File: config.mk
export PLATFORM = sky130hd
export DESIGN_NAME = snd_interval_timers
export DESIGN_NICKNAME = d
export VERILOG_FILES = /design/src/rtl/snd_tmr_pkg.sv /design/src/rtl/snd_tmr_prescale.sv /design/src/rtl/snd_tmr_period.sv /design/src/rtl/snd_tmr_outcnt.sv /design/src/rtl/snd_interval_timers.sv
export SDC_FILE = /design/constraint.sdc
export NUM_CORES = 1
export LEC_CHECK = 0
export BUFFER_PORTS_ARGS = -buffer_cell sky130_fd_sc_hd__buf_2
export CELL_PAD_IN_SITES_DETAIL_PLACEMENT = 1
export CELL_PAD_IN_SITES_GLOBAL_PLACEMENT = 1
export CORE_UTILIZATION = 50
export CTS_CLUSTER_DIAMETER = 40
export DETAILED_ROUTE_END_ITERATION = 7
export PLACE_DENSITY_LB_ADDON = 0.1
export REMOVE_ABC_BUFFERS = 1
export SKIP_CTS_REPAIR_TIMING = 1
export SYNTH_ARGS = -nofsm -noshare
export SYNTH_HDL_FRONTEND = slang
export SYNTH_HIERARCHICAL = 1
export SYNTH_SLANG_ARGS = --single-unit
File: constraint.sdc
create_clock -name clk -period 4.78 [get_ports clk]
set_clock_uncertainty 0.15 [all_clocks]
set_input_delay 0.956 -clock clk [delete_from_list [all_inputs] [get_ports clk]]
set_output_delay 0.956 -clock clk [all_outputs]
set_load 0.005 [all_outputs]
File: src/rtl/snd_tmr_pkg.sv
package snd_tmr_pkg;
   localparam int unsigned TMR_COUNT_DEF = 3;
   localparam int unsigned PERIOD_W_DEF  = 8;
   localparam int unsigned OUTCNT_W_DEF  = 4;
   localparam int unsigned SLOW_DIV_DEF  = 128;
   localparam int unsigned FAST_DIV_DEF  = 16;

   function automatic int unsigned ctr_width(input int unsigned n);
      return (n > 1) ? $clog2(n) : 1;
   endfunction
endpackage

File: src/rtl/snd_tmr_prescale.sv
module snd_tmr_prescale #(
   parameter int unsigned DIV = 128
) (
   input  logic clk,
   input  logic rst_n,
   input  logic start,
   input  logic run,
   input  logic base_tick,
   output logic tick
);
   localparam int unsigned    PH_W = snd_tmr_pkg::ctr_width(DIV);
   localparam logic [PH_W-1:0] LAST = PH_W'(DIV - 1);

   if (DIV < 2) begin : g_bad_div
      $error("snd_tmr_prescale: DIV must be at least 2");
   end

   logic [PH_W-1:0] phase_q;

   always_ff @(posedge clk) begin
      if (!rst_n)                phase_q <= '0;
      else if (start)            phase_q <= '0;
      else if (run && base_tick) phase_q <= (phase_q == LAST) ? '0 : phase_q + 1'b1;
   end

   assign tick = run && !start && base_tick && (phase_q == LAST);
endmodule

File: src/rtl/snd_tmr_period.sv
module snd_tmr_period #(
   parameter int unsigned PER_W = 8
) (
   input  logic             clk,
   input  logic             rst_n,
   input  logic             start,
   input  logic             tick,
   input  logic             per_wr,
   input  logic [PER_W-1:0] per_data,
   output logic             wrap
);
   if (PER_W < 1) begin : g_bad_w
      $error("snd_tmr_period: PER_W must be positive");
   end

   logic [PER_W-1:0] per_q;
   logic [PER_W-1:0] cnt_q;
   logic [PER_W-1:0] cnt_nxt;

   // a zero period matches after the count rolls over: 2**PER_W ticks
   assign cnt_nxt = cnt_q + 1'b1;
   assign wrap    = tick && (cnt_nxt == per_q);

   always_ff @(posedge clk) begin
      if (!rst_n)     cnt_q <= '0;
      else if (start) cnt_q <= '0;
      else if (tick)  cnt_q <= wrap ? '0 : cnt_nxt;
   end

   always_ff @(posedge clk) begin
      if (!rst_n)                              per_q <= '0;
      else if (per_wr && (per_data != per_q)) per_q <= per_data;
   end
endmodule

File: src/rtl/snd_tmr_outcnt.sv
module snd_tmr_outcnt #(
   parameter int unsigned OUT_W = 4
) (
   input  logic             clk,
   input  logic             rst_n,
   input  logic             start,
   input  logic             clr,
   input  logic             wrap,
   output logic [OUT_W-1:0] cnt
);
   if (OUT_W < 1) begin : g_bad_w
      $error("snd_tmr_outcnt: OUT_W must be positive");
   end

   always_ff @(posedge clk) begin
      if (!rst_n)             cnt <= '0;
      else if (start || clr)  cnt <= '0;
      else if (wrap)          cnt <= cnt + 1'b1;
   end
endmodule

File: src/rtl/snd_interval_timers.sv
module snd_interval_timers #(
   parameter int unsigned              NUM_TMR  = snd_tmr_pkg::TMR_COUNT_DEF,
   parameter int unsigned              PER_W    = snd_tmr_pkg::PERIOD_W_DEF,
   parameter int unsigned              OUT_W    = snd_tmr_pkg::OUTCNT_W_DEF,
   parameter int unsigned              SLOW_DIV = snd_tmr_pkg::SLOW_DIV_DEF,
   parameter int unsigned              FAST_DIV = snd_tmr_pkg::FAST_DIV_DEF,
   parameter logic [NUM_TMR-1:0]       FAST_SEL = 3'b100
) (
   input  logic                     clk,
   input  logic                     rst_n,
   input  logic                     base_tick,
   input  logic [NUM_TMR-1:0]       tmr_en,
   input  logic [NUM_TMR-1:0]       per_wr,
   input  logic [PER_W-1:0]         per_data,
   input  logic [NUM_TMR-1:0]       cnt_rd,
   input  logic [NUM_TMR-1:0]       cnt_wr,
   output logic [NUM_TMR*OUT_W-1:0] cnt_val
);
   if (NUM_TMR < 1) begin : g_bad_num
      $error("snd_interval_timers: NUM_TMR must be positive");
   end

   logic [NUM_TMR-1:0] en_q;
   logic [NUM_TMR-1:0] start;
   logic [NUM_TMR-1:0] tick;
   logic [NUM_TMR-1:0] wrap;

   always_ff @(posedge clk) begin
      if (!rst_n) en_q <= '0;
      else        en_q <= tmr_en;
   end

   assign start = tmr_en & ~en_q;

   for (genvar g = 0; g < NUM_TMR; g++) begin : g_tmr
      if (FAST_SEL[g]) begin : g_fast
         snd_tmr_prescale #(.DIV(FAST_DIV)) u_pre (
            .clk(clk), .rst_n(rst_n), .start(start[g]), .run(tmr_en[g]),
            .base_tick(base_tick), .tick(tick[g]));
      end else begin : g_slow
         snd_tmr_prescale #(.DIV(SLOW_DIV)) u_pre (
            .clk(clk), .rst_n(rst_n), .start(start[g]), .run(tmr_en[g]),
            .base_tick(base_tick), .tick(tick[g]));
      end

      snd_tmr_period #(.PER_W(PER_W)) u_per (
         .clk(clk), .rst_n(rst_n), .start(start[g]), .tick(tick[g]),
         .per_wr(per_wr[g]), .per_data(per_data), .wrap(wrap[g]));

      snd_tmr_outcnt #(.OUT_W(OUT_W)) u_out (
         .clk(clk), .rst_n(rst_n), .start(start[g]),
         .clr(cnt_rd[g] | cnt_wr[g]), .wrap(wrap[g]),
         .cnt(cnt_val[g*OUT_W +: OUT_W]));
   end
endmodule

=== Yosys cells after proc, flatten, opt, wreduce, memory -nomap -nowiden ===
Cells that the tools add are included.

* Add/sub/neg operators: 9
* Reduce and logical (&&, ||, !) cells: 30
* Mux-type cells: 6
* Equal/unequal tests: 9
* Bitwise logic cells: 6

{| class="wikitable"
|+ Operators with widths
! cell !! number
|-
| $add 8x1->8 const B || 3
|-
| $eq 8x8->1 || 3
|-
| $mux 8 || 3
|-
| $ne 8x8->1 || 3
|-
| $logic_and 1x1->1 || 18
|-
| $add 4x1->4 const B || 4
|-
| $add 7x1->7 const B || 2
|-
| $eq 7x7->1 const B || 2
|-
| $mux 7 || 2
|-
| $reduce_or 2->1 || 6
|-
| $eq 4x4->1 const B || 1
|-
| $mux 4 || 1
|-
| $and 3x3->3 || 1
|-
| $logic_not 1->1 || 3
|-
| $logic_or 1x1->1 || 3
|-
| $not 3->3 || 1
|-
| $or 1x1->1 || 3
|-
| $not 1->1 || 1
|}

* Register bits after elaboration: 81
* Output and inout bits: 12
* Input port bits: 23
* Logic and storage cells: 73

=== Depth between registers and ports, before layout ===
Gate-level depths: netlist of run 1.

* Depth in word-level cells: 8
* Gate-level depth with buffers: 8
* Depth with buffers taken out: 8

=== By module ===
Netlist of run 1, hierarchy kept.

{| class="wikitable"
|+ Modules (own cells, without submodules)
! module !! area an instance (um2) !! cells an instance !! instances !! seq. area each (um2)
|-
| snd_tmr_period || 997.2 || 108 || 3 || 320.3
|-
| snd_tmr_prescale (g_tmr[0].g_slow.u_pre ...) || 359.1 || 41 || 2 || 140.1
|-
| snd_tmr_outcnt || 186.4 || 17 || 3 || 80.1
|-
| snd_tmr_prescale (g_tmr[2].g_fast.u_pre) || 196.4 || 24 || 1 || 80.1
|-
| snd_interval_timers || 116.4 || 12 || 1 || 60.1
|}

=== Worst setup path before layout of run 1 ===
OpenSTA, ideal clock, no wires.

* Path type: input port to flip-flop
* From: input tmr_en[0]
* To: register g_tmr[0].u_out.cnt[3]
* Data arrival time: 2779 ps
* Stages on the path: 7
* Slack: 1727 ps
* Cell sequence: nor2b_1 > nor4_1 > and4_1 > o2111ai_2 > nor4_4 > nand4_1 > mux2_1

* Cells in the longest elaborated chain, start to end: 6
* Elaborated cells between the ends (all ways): 8

{| class="wikitable"
|+ Ends and longest elaborated chain
! element !! line !! source
|-
| start, declared || snd_interval_timers.sv:12 || <nowiki>input logic [NUM_TMR-1:0] tmr_en,</nowiki>
|-
| $and 3x3->3 || snd_interval_timers.sv:33 || <nowiki>assign start = tmr_en & ~en_q;</nowiki>
|-
| $logic_not 1->1 || snd_tmr_prescale.sv:26 || <nowiki>assign tick = run && !start && base_tick && (phase_q == LAST);</nowiki>
|-
| $logic_and 1x1->1 * (3 in a row) || snd_tmr_prescale.sv:26 ||
|-
| via tick[0] || snd_interval_timers.sv:25 || <nowiki>logic [NUM_TMR-1:0] tick;</nowiki>
|-
| $logic_and 1x1->1 * || snd_tmr_period.sv:22 || <nowiki>assign wrap = tick && (cnt_nxt == per_q);</nowiki>
|-
| via wrap[0] || snd_interval_timers.sv:26 || <nowiki>logic [NUM_TMR-1:0] wrap;</nowiki>
|-
| end signal, assigned || snd_tmr_outcnt.sv:18 || <nowiki>else if (wrap) cnt <= cnt + 1'b1;</nowiki>
|-
| end, declared || snd_tmr_outcnt.sv:9 || <nowiki>output logic [OUT_W-1:0] cnt</nowiki>
|}

The timed path passes the listed nets; every way through them passes the cells marked *.
A chain may end at the register's enable or synchronous reset.

=== Worst setup path after layout of run 1 ===
* From: input tmr_en[1]
* To: register g_tmr[1].u_out.cnt[3]

* Cells in the longest elaborated chain, start to end: 6
* Elaborated cells between the ends (all ways): 8

{| class="wikitable"
|+ Ends and longest elaborated chain
! element !! line !! source
|-
| $and 3x3->3 || snd_interval_timers.sv:33 ||
|-
| via start[1] || snd_interval_timers.sv:24 || <nowiki>logic [NUM_TMR-1:0] start;</nowiki>
|-
| $logic_not 1->1 || snd_tmr_prescale.sv:26 ||
|-
| $logic_and 1x1->1 (3 in a row) || snd_tmr_prescale.sv:26 ||
|-
| via tick[1] || snd_interval_timers.sv:25 ||
|-
| $logic_and 1x1->1 || snd_tmr_period.sv:22 ||
|-
| via wrap[1] || snd_interval_timers.sv:26 ||
|-
| end signal, assigned || snd_tmr_outcnt.sv:18 ||
|-
| end, declared || snd_tmr_outcnt.sv:9 ||
|}

The timed path passes the listed nets, and every way through them passes these cells.

==> results of run 1 <==
## worst register-to-register path, delay by kind of cell (launching register included)
family	cells	cell delay, ps
AND/OR/NAND/NOR	5	1480
flip-flops	1	440
multiplexers	1	340
buffers and inverters	1	230
adder cells (fa/ha/maj)	1	210
AO/OA/AOI/OAI	1	170
## final cells by class
class,count,area (um^2)
timing repair buffer,37,193
sequential,81,1620
clock inverter,6,90.1
multi-input combinational,393,2880
fill,1051,3720
clock buffer,10,138
tap,108,135
inverter,7,26.3
## report_power, final
| group | switching, W | internal (W) |
|---|---|---|
| Clock | 0.000258 | 0.000310 |
| Combinational | 0.0000695 | 0.0000576 |
| Sequential | 0.0000195 | 0.000689 |
## state kept, by name (all words and copies together), names as in the netlist
name and count:
en_q 3, g_tmr.g_fast.u_pre/phase_q 4, g_tmr.u_out/cnt 12, g_tmr.g_slow.u_pre/phase_q 14
g_tmr.u_per/per_q 24, g_tmr.u_per/cnt_q 24
## routing by layer
metal	vias up	wire [um]	global-route usage [%]
met5	-	0	0
met4	0	162	8.86
met3	14	204	2.95
met2	51	5150	40.2
met1	1817	5100	31.1
li1	1858	-	-
## cells in the mapped netlist, drive strengths merged, types with 4 or more instances
cell / count
xor2: 30
clkbuf: 6
mux2i: 27
nand4: 20
nand3b: 9
o211ai: 4
nor4: 5
nor2b: 30
o2111ai: 6
nand2: 35
xnor2: 45
nor3: 19
o21ai: 16
o41ai: 6
a311oi: 4
or3: 8
nor2: 15
a21oi: 24
ha: 9
and2: 8
dfxtp: 81
buf: 6
nand3: 15
inv: 7
nand2b: 12
## stage by stage
step           hold WS, ps  total power [W]
3_3_place_gp           322         0.000844
6_report               344          0.00140
2_1_floorplan          308         0.000806
3_5_place_dp           338         0.000852
4_1_cts                348          0.00142
5_1_grt                385          0.00147
## worst paths after layout
kind / start / endpoint / slack, ps / cells past startpoint
worst max-delay path: tmr_en[1] / g_tmr[1].u_out/cnt[3] / 1500 / 9
worst min-delay path: g_tmr[0].g_slow.u_pre/phase_q[6] / g_tmr[0].g_slow.u_pre/phase_q[6] / 340 / 2
worst max register to register: g_tmr[1].g_slow.u_pre/phase_q[0] / g_tmr[1].u_out/cnt[3] / 1670 / 9
worst min register to register: g_tmr[0].g_slow.u_pre/phase_q[6] / g_tmr[0].g_slow.u_pre/phase_q[6] / 340 / 2
## kinds of logic after synthesis
| family | count (synthesis) | synth area share [%] |
|---|---|---|
| AOI/OAI and AO/OA | 79 | 12.4 |
| buffers and inverters | 19 | 1.72 |
| DFF | 81 | 35.4 |
| muxes | 30 | 6.64 |
| xor gates and xnor gates | 75 | 14.3 |
| and+or+nand+nor | 200 | 27.1 |
| adders and majority gates | 9 | 2.46 |
==> run metrics, run 1 <==
first-pass GRT wire length 18400 um; async set or reset register ratio after synthesis 0%; Worst path slowest cell nor4_4; min setup slack post-route 1500 ps; Cell Area, Synth 4580 um^2; delay-heaviest family, CP simple AND/OR/NAND/NOR gates; Synth area leaders dfxtp_1 35%, xnor2_1 8.6%, mux2i_1 5.9%, xor2_1 5.7%, nor2b_1 4.1%; fin. max-slew vios 0; commonest non-fill, non-tap cell in the layout dfxtp_1; Ys Warns 6; DRT antenna net count 0; Main synth FF type dfxtp_1; status finished with violations; Worst EP required 4880 ps; HP Class reg -> reg; vias in the first global route between 3000 and 4000; Post-synth EDFFs 0; largest net degree at the start of global routing 43; row cnt 34; Final min period 3280 ps; mean area per synthesized cell 9.29 um^2; transition time of the tightest slew-check pin 686 ps; area delta synth->final 11.0%; CTS buffer count 9; wire length per cell 16.5 um; WS Path Type in -> reg; vias roughly 3700; I/O Buffers 34; maximum vdd drop 138 uV; Core Box Area around 8800 um^2; leading area contributor after synthesis dfxtp_1; clock slew at reported path FFs 90 ps; critical-path cell list buf_2 > nor2b_1 > nor4_1 > buf_4 > and4_1 > o2111ai_2 > nor4_4 > nand4_1 > mux2_1; initial antenna violation count 0; post-layout net count between 500 and 600; RSZ-0062 raised after global routing false; worst path arrival time 3380 ps; DRC violations left 6; period utilization between 60% and 70%; register area share after synthesis 35.4%; crit-path max FO 11; Root Driver clkbuf_8; Boundary Pins 35; critical path capture point type flip-flop; global route overflow 0; Max stage delay on crit path 660 ps; Synth top area share 35.4%; Post-DP Area 4860 um^2; Final Cell Area 5080 um^2; slew margin rel. a little over half; Non-Filler Instances 642; CTS tree built; P_leak 1.79 nW; worst-case clock buffer depth 2; die height around 100 um; Vias/cell just under 6; drt pass-1 iters 6; most frequent cells in the layout 81 x dfxtp_1, 45 x xnor2_1, 35 x nand2_1; Starting Density between 50% and 60%; fmax ~300 MHz; Yosys reg bits 81; Worst-Skew Late Latency ~350 ps; H-tree level count 3; final wirelength 10600 um; final setup fails 0; failing checks DRC; CTS sink cnt 81; Global Route Usage Sum approximately a quarter; DP Worst Slack 1180 ps; PD cells between 200 and 300 nW/um^2; Die Wd roughly 100 um; HPWL Detailed roughly 7900 um; CP Launch Type input pin; DRT iter0 DRCs 121; layout cells sized above 1 14.2%; Maximum Capacitance Violations 0; Final Hold Viols 0; Cells after Synth 493; count of different cell masters after synthesis 49; Ant. Diodes 0; fin util 57.7%; setup TNS 0 ps; crit path buf inv count 2; Cells after DPL 626; GP Congestion 0.818; die area approximately 9600 um^2
Power figures use the tool's default switching activity.
==> inputs of run 2 (changes only) <==
--- a/config.mk
+++ b/config.mk
@@ -5,10 +5,11 @@
 export SDC_FILE = /design/constraint.sdc
 export NUM_CORES = 1
 export LEC_CHECK = 0
+export ABC_AREA = 1
 export BUFFER_PORTS_ARGS = -buffer_cell sky130_fd_sc_hd__buf_2
 export CELL_PAD_IN_SITES_DETAIL_PLACEMENT = 1
 export CELL_PAD_IN_SITES_GLOBAL_PLACEMENT = 1
-export CORE_UTILIZATION = 50
+export CORE_UTILIZATION = 39
 export CTS_CLUSTER_DIAMETER = 40
 export DETAILED_ROUTE_END_ITERATION = 7
 export PLACE_DENSITY_LB_ADDON = 0.1
==> constraint.sdc (replaced) <==
create_clock -name clk -period 2.9 [get_ports clk]
set_clock_uncertainty 0.15 [all_clocks]
set_input_delay 0.58 -clock clk [delete_from_list [all_inputs] [get_ports clk]]
set_output_delay 0.58 -clock clk [all_outputs]
set_load 0.005 [all_outputs]
==> run 2 against run 1 <==
Net effect:
- the flow now finishes without violations
- core utilization down 12 points
- register-to-register slack worse by 1400 ps
- flip-flop and latch count unchanged
- first-iteration DRC count up 41%
- critical path type is now reg -> reg
- largest cell class unchanged
- largest power group is now the clock network
==> run metrics, run 2 <==
largest net degree at the start of global routing 37 (was 43); Cells after Synth 746 (was 493); DRT antenna net count 0 (unchanged); most frequent cells after synthesis 209 x nand2_1, 109 x inv_1, 92 x nor2_1 (was 81 x dfxtp_1, 45 x xnor2_1, 35 x nand2_1); top-count cell post-synth nand2_1 (was dfxtp_1); final setup fails 0 (unchanged); Worst path slowest cell nor3b_2 (was nor4_4); DRC violations left 0 (was 6); CTS tree built (unchanged); Ant. Diodes 0 (unchanged); fmax between 300 and 400 MHz; HP Class in -> reg (was reg -> reg); die height 113 um (was 97.7 um); most used routing layer met2 (unchanged); P_leak 2.36 nW (was 1.79 nW); Main synth FF type dfxtp_1 (unchanged); transition time of the tightest slew-check pin 635 ps (was 686 ps); Max stage delay on crit path 410 ps (was 660 ps); maximum vdd drop 266 uV (was 138 uV); Ys Warns 6 (unchanged); post-layout net count 822 (was 561); met2 Use GR 36.0% (was 40.2%); Synth area leaders dfxtp_1 34%, nand2_1 16%, inv_1 8.5%, nor2_1 7.2%, nand3_1 5.6% (was dfxtp_1 35%, xnor2_1 8.6%, mux2i_1 5.9%, xor2_1 5.7%, nor2b_1 4.1%); row cnt 40 (was 34); commonest non-fill, non-tap cell in the layout nand2_1 (was dfxtp_1); min setup slack post-route 255 ps (was 1500 ps); critical-path cell list ha_1 > nand3_2 > inv_1 > nand3_1 > nor2_1 > inv_1 > nor2_1 > nand3_1 > nor2_1 > nand4_1 > nor3b_2 > nand2_2 > nor2_2 > nand2_1 > nand2_1 > nor2_1 (was buf_2 > nor2b_1 > nor4_1 > buf_4 > and4_1 > o2111ai_2 > nor4_4 > nand4_1 > mux2_1); Cells after DPL 947 (was 626); Root Driver clkbuf_16 (was clkbuf_8); async set or reset register ratio after synthesis 0% (unchanged); DP Worst Slack 77.2 ps (was 1180 ps); vias in the first global route 4723 (was 3829); fin. max-slew vios 0 (unchanged); count of different cell masters after synthesis 25 (was 49); hold path startpoint tmr_en[1] (was g_tmr[0].g_slow.u_pre/phase_q[6]); PD cells 477 nW/um^2 (was 276 nW/um^2); vias 4703 (was 3740); wire length per cell 13.0 um (was 16.5 um); H-tree level count 3 (unchanged); Vias/cell 4.89 (was 5.83); RSZ-0062 raised after global routing false (unchanged); worst path arrival time 2740 ps (was 3380 ps); worst flop-to-flop path startpoint g_tmr[0].g_slow.u_pre/phase_q[1] (was g_tmr[1].g_slow.u_pre/phase_q[0]); first-pass GRT wire length 21400 um (was 18400 um); CP startpoint g_tmr[0].g_slow.u_pre/phase_q[1] (was tmr_en[1]); most frequent cells in the layout 209 x nand2_1, 109 x inv_1, 92 x nor2_1 (was 81 x dfxtp_1, 45 x xnor2_1, 35 x nand2_1); I/O Buffers 34 (unchanged); Yosys reg bits 81 (unchanged); CP Launch Type flip-flop (was input pin); drt pass-1 iters 4 (was 6); Maximum Capacitance Violations 0 (unchanged); worst-case clock buffer depth 2 (unchanged); DRT iter0 DRCs 171 (was 121); met1 global-route usage 26.1% (was 31.1%); Global Route Usage Sum 21.0% (was 23.8%); period utilization 91.2%; layout cells sized above 1 13.9% (was 14.2%); register area share after synthesis 33.6% (was 35.4%); Top Registers g_tmr.u_per/cnt_q (24), g_tmr.u_per/per_q (24), g_tmr.g_slow.u_pre/phase_q (14) (unchanged); Final min period 2640 ps; setup TNS 0 ps (unchanged); initial antenna violation count 0 (unchanged); global route overflow 0 (unchanged); Boundary Pins 35 (unchanged); Synth top area share 33.6% (was 35.4%); Post-synth EDFFs 0 (unchanged); WS Path Type reg -> reg (was in -> reg); clock slew at reported path FFs 60 ps (was 90 ps); status completed (was finished with violations); Cell Area, Synth 4830 um^2 (was 4580 um^2); leading area contributor after synthesis dfxtp_1 (unchanged); Worst-Skew Late Latency 350 ps (about the same); area delta synth->final 14.4% (was 11.0%); critical path capture point type flip-flop (unchanged); CTS sink cnt 81 (unchanged); Core Box Area 12100 um^2 (was 8810 um^2); slew margin rel. 57.7% (was 53.9%); mean area per synthesized cell 6.47 um^2 (was 9.29 um^2); HPWL Detailed 9670 um (was 7850 um); FILL cells 1619 (was 1051); met3 Track Usage GR 2.62% (was 2.95%); CTS buffer count 9 (unchanged); Starting Density 40.0% (was 52.0%); die area 12800 um^2 (was 9550 um^2); Non-Filler Instances 962 (was 642); most frequent CP cell nor2_1; Die Wd 113 um (was 97.7 um); crit-path max FO 6 (was 11); final wirelength 12600 um (was 10600 um); Worst EP required 3000 ps (was 4880 ps); Final Hold Viols 0 (unchanged); GP Congestion 0.855 (was 0.818)
run 2: changes by cell type after synthesis, sizes merged, moves of 9 or more:
cell | previous run | this run
a21oi | 24 | 52
inv | 7 | 113
mux2i | 27 | 0
nand2 | 35 | 222
nand2b | 12 | 0
nand3 | 15 | 59
nand3b | 9 | 0
nand4 | 20 | 8
nor2 | 15 | 119
nor2b | 30 | 0
nor3 | 19 | 4
o21ai | 16 | 32
xnor2 | 45 | 12
xor2 | 30 | 11
run 2: worst paths after layout:
check,endpoint,slack [ps],cells after the start
max reg2reg,g_tmr[0].u_out/cnt[3],260,16
min,en_q[1],310,3
min reg2reg,g_tmr[1].u_per/cnt_q[7],330,2
max,g_tmr[0].u_out/cnt[3],260,16
run 2: kinds of logic (layout without fill, tap and decap cells):
family                   Yosys count  count (layout)  share of synthesized area [%]
XOR/XNOR                          26              26                           5.65
flip-flops                        81              81                           33.6
adder cells (fa/ha/maj)            9               9                           2.33
AO/OA/AOI/OAI                     90              90                           9.64
AND/OR/NAND/NOR                  421             421                           39.3
buffers and inverters            119             167                           9.49
run 2: cell type report:
cell class	instances	area [um^2]	area share [%]
Multi-Input combinational cell	546	2750	49.8
Sequential cell	81	1620	29.4
Inverter	113	424	7.68
Clock buffer	12	246	4.46
Tap cell	168	210	3.81
Timing Repair Buffer	39	208	3.76
Clock inverter	3	65.1	1.18
run 2: critical path, delay by kind of cell, from the launching register on:
kind	cells	cell delay, ps
and+or+nand+nor	13	1670
DFF	1	360
adders and majority gates	1	190
buffers and inverters	2	170
run 2: per-layer routing:
layer,vias up,wire [um]
li1,2420,-
met1,2203,6010
met2,59,5920
met3,21,300
met4,0,321
met5,-,0
run 2: metrics by stage:
| step | util [%] | hold WS, ps | power (W) | instance area, um^2 |
|---|---|---|---|---|
| after global routing | 45.8 | 313 | 0.00275 | 5520 |
| after CTS | 45.8 | 304 | 0.00268 | 5520 |
| final | 45.8 | 310 | 0.00264 | 5520 |
| after global placement | 43.2 | 320 | 0.00141 | 5210 |
| after detailed placement | 43.2 | 326 | 0.00142 | 5210 |
| after floorplan | - | 306 | 0.00134 | 4790 |
run 2: power by group:
part | total, W | switching (W) | internal [W]
clock | 0.00124 | 0.000466 | 0.000773
combinational | 0.000228 | 0.000144 | 0.0000835
sequential | 0.00117 | 0.0000276 | 0.00114
==> inputs of run 3 (changes only) <==
--- a/config.mk
+++ b/config.mk
@@ -9,9 +9,10 @@
 export BUFFER_PORTS_ARGS = -buffer_cell sky130_fd_sc_hd__buf_2
 export CELL_PAD_IN_SITES_DETAIL_PLACEMENT = 1
 export CELL_PAD_IN_SITES_GLOBAL_PLACEMENT = 1
-export CORE_UTILIZATION = 39
+export CORE_UTILIZATION = 43
 export CTS_CLUSTER_DIAMETER = 40
 export DETAILED_ROUTE_END_ITERATION = 7
+export GPL_TIMING_DRIVEN = 0
 export PLACE_DENSITY_LB_ADDON = 0.1
 export REMOVE_ABC_BUFFERS = 1
 export SKIP_CTS_REPAIR_TIMING = 1
==> constraint.sdc (replaced) <==
create_clock -name clk -period 2.6 [get_ports clk]
set_clock_uncertainty 0.15 [all_clocks]
set_input_delay 0.52 -clock clk [delete_from_list [all_inputs] [get_ports clk]]
set_output_delay 0.52 -clock clk [all_outputs]
set_load 0.005 [all_outputs]
==> run 3 against run 2 <==
Net effect:
- clock power down 20%
- die area shrank 9.1%
- hold slack got worse by 66 ps
- flip-flop and latch count unchanged
- combinational power grew 17%
- non-clock buffer count increased by 22
- total power down 2.8%
- wire length rose by 5.6%
- critical endpoint unchanged
- largest power group is now registers
- highest routed layer unchanged
==> run metrics, run 3 (same netlist as run 2, synthesis figures left out) <==
status completed (unchanged); I/O Buffers 34 (unchanged); worst path arrival time 2640 ps (was 2740 ps); layout cells sized above 1 20.3% (was 13.9%); Worst EP required 2720 ps (was 3000 ps); area delta synth->final 19.6% (was 14.4%); RSZ-0062 raised after global routing true (was false); most frequent cells in the layout 209 x nand2_1, 104 x inv_1, 82 x nor2_1 (was 209 x nand2_1, 109 x inv_1, 92 x nor2_1); row cnt 38 (was 40); CTS sink cnt 81 (unchanged); final setup fails 0 (unchanged); wire length per cell 13.9 um (was 13.0 um); DRT antenna net count 0 (unchanged); fin util 53.0% (was 45.8%); critical-path cell list ha_4 > nand3_4 > inv_4 > nand3_4 > nor2_4 > clkinv_4 > nor2_2 > nand3_2 > nor2_4 > nand4_1 > nor3b_4 > nand2_2 > nor2_4 > nand2_1 > nand2_1 > nor2_1 (was ha_1 > nand3_2 > inv_1 > nand3_1 > nor2_1 > inv_1 > nor2_1 > nand3_1 > nor2_1 > nand4_1 > nor3b_2 > nand2_2 > nor2_2 > nand2_1 > nand2_1 > nor2_1); worst-case clock buffer depth 2 (unchanged); Global Route Usage Sum 22.9% (was 21.0%); GP Congestion 0.818 (was 0.855); die area 11700 um^2 (was 12800 um^2); P_leak 2.42 nW (was 2.36 nW); maximum vdd drop 369 uV (was 266 uV); Die Wd 108 um (was 113 um); WHS 244 ps (was 310 ps); Root Driver clkbuf_8 (was clkbuf_16); fin. max-slew vios 0 (unchanged); fmax 398 MHz (was 378 MHz); CTS buffer count 9 (unchanged); Ant. Diodes 0 (unchanged); period utilization 96.7% (was 91.2%); vias in the first global route 4801 (was 4723); critical path capture point type flip-flop (unchanged); clock slew at reported path FFs 80 ps (was 60 ps); HP Class in -> reg (unchanged); drt pass-1 iters 4 (unchanged); global route overflow 0 (unchanged); DRT iter0 DRCs 194 (was 171); Final Hold Viols 0 (unchanged); HPWL Detailed 9770 um (was 9670 um); Core Box Area 10900 um^2 (was 12100 um^2); PD cells 444 nW/um^2 (was 477 nW/um^2); transition time of the tightest slew-check pin 659 ps (was 635 ps); final wirelength 13300 um (was 12600 um); FILL cells 1469 (was 1619); Starting Density 44.3% (was 40.0%); Max stage delay on crit path 360 ps (was 410 ps); largest net degree at the start of global routing 37 (unchanged); slew margin rel. 56.1% (was 57.7%); crit-path max FO 6 (unchanged); CP Launch Type flip-flop (unchanged); Vias/cell 5.08 (was 4.89); CTS tree built (unchanged); Worst-Skew Late Latency 370 ps (was 350 ps); commonest non-fill, non-tap cell in the layout nand2_1 (unchanged); WS Path Type reg -> reg (unchanged); H-tree level count 3 (unchanged); initial antenna violation count 0 (unchanged); vias 4858 (was 4703); Worst path slowest cell dfxtp_4 (was nor3b_2); DRC violations left 0 (unchanged); post-layout net count 844 (was 822); first-pass GRT wire length 21200 um (was 21400 um); die height 108 um (was 113 um); Maximum Capacitance Violations 0 (unchanged); Boundary Pins 35 (unchanged); most frequent CP cell nor2_4 (was nor2_1); Final min period 2520 ps (was 2640 ps); Top Registers g_tmr.u_per/cnt_q (24), g_tmr.u_per/per_q (24), g_tmr.g_slow.u_pre/phase_q (14) (unchanged)
run 3: cell types whose count changed in the layout (fill, tap and decap cells not counted), sizes merged:
| cell | delta |
|---|---|
| buf | +22 |
| bufinv | -1 |
| clkbuf | +2 |
| clkinv | +3 |
| inv | -3 |
run 3: cell type report:
cell class | count | area (um^2) | area share (%)
repair buffers | 61 | 373 | 6.46
clock buffers | 14 | 173 | 2.99
well taps | 140 | 175 | 3.03
clock inverters | 2 | 35.0 | 0.607
multi-input cells | 546 | 2940 | 50.9
inverters | 113 | 442 | 7.65
flip-flops and latches | 81 | 1640 | 28.3
run 3: report_power, final:
part	leakage (nW)	internal, W	switching (W)
Clock	0.107	0.000523	0.000472
Sequential	0.664	0.00127	0.0000310
Combinational	1.65	0.0000953	0.000171
run 3: final timing paths:
kind | from | end | slack (ps) | cells past startpoint
min reg2reg | g_tmr[1].u_per/cnt_q[7] | g_tmr[1].u_per/cnt_q[7] | 340 | 2
min | tmr_en[1] | en_q[1] | 240 | 3
max | g_tmr[0].g_slow.u_pre/phase_q[1] | g_tmr[0].u_out/cnt[3] | 80 | 16
max reg2reg | g_tmr[0].g_slow.u_pre/phase_q[1] | g_tmr[0].u_out/cnt[3] | 80 | 16
run 3: metrics by stage:
| step | cells | setup slack, ps | cell area (um^2) | power [W] | setup TNS (ps) |
|---|---|---|---|---|---|
| after global routing | 957 | -68.2 | 5770 | 0.00267 | -253 |
| after floorplan | 740 | 167 | 4790 | 0.00149 | 0 |
| after global placement | 914 | -603 | 5140 | 0.00157 | -8650 |
| after CTS | 930 | -534 | 5350 | 0.00258 | -6400 |
| after detailed placement | 914 | -719 | 5140 | 0.00158 | -12600 |
| final | 957 | 84.7 | 5770 | 0.00256 | 0 |
run 3: metal layers:
metal | share of wire [%] | up-vias | track usage (%)
met3 | 1.6 | 20 | 3.44
li1 | - | 2465 | -
met2 | 50 | 44 | 40.1
met4 | 1.9 | 0 | 10.2
met5 | 0 | - | 0
met1 | 46 | 2329 | 27.6
run 3: worst max-delay path, delay by kind of cell, from the launching register on:
family | cells | cell delay, ps
adder cells (fa/ha/maj) | 1 | 150
buffers and inverters | 2 | 190
flip-flops | 1 | 360
AND/OR/NAND/NOR | 13 | 1550
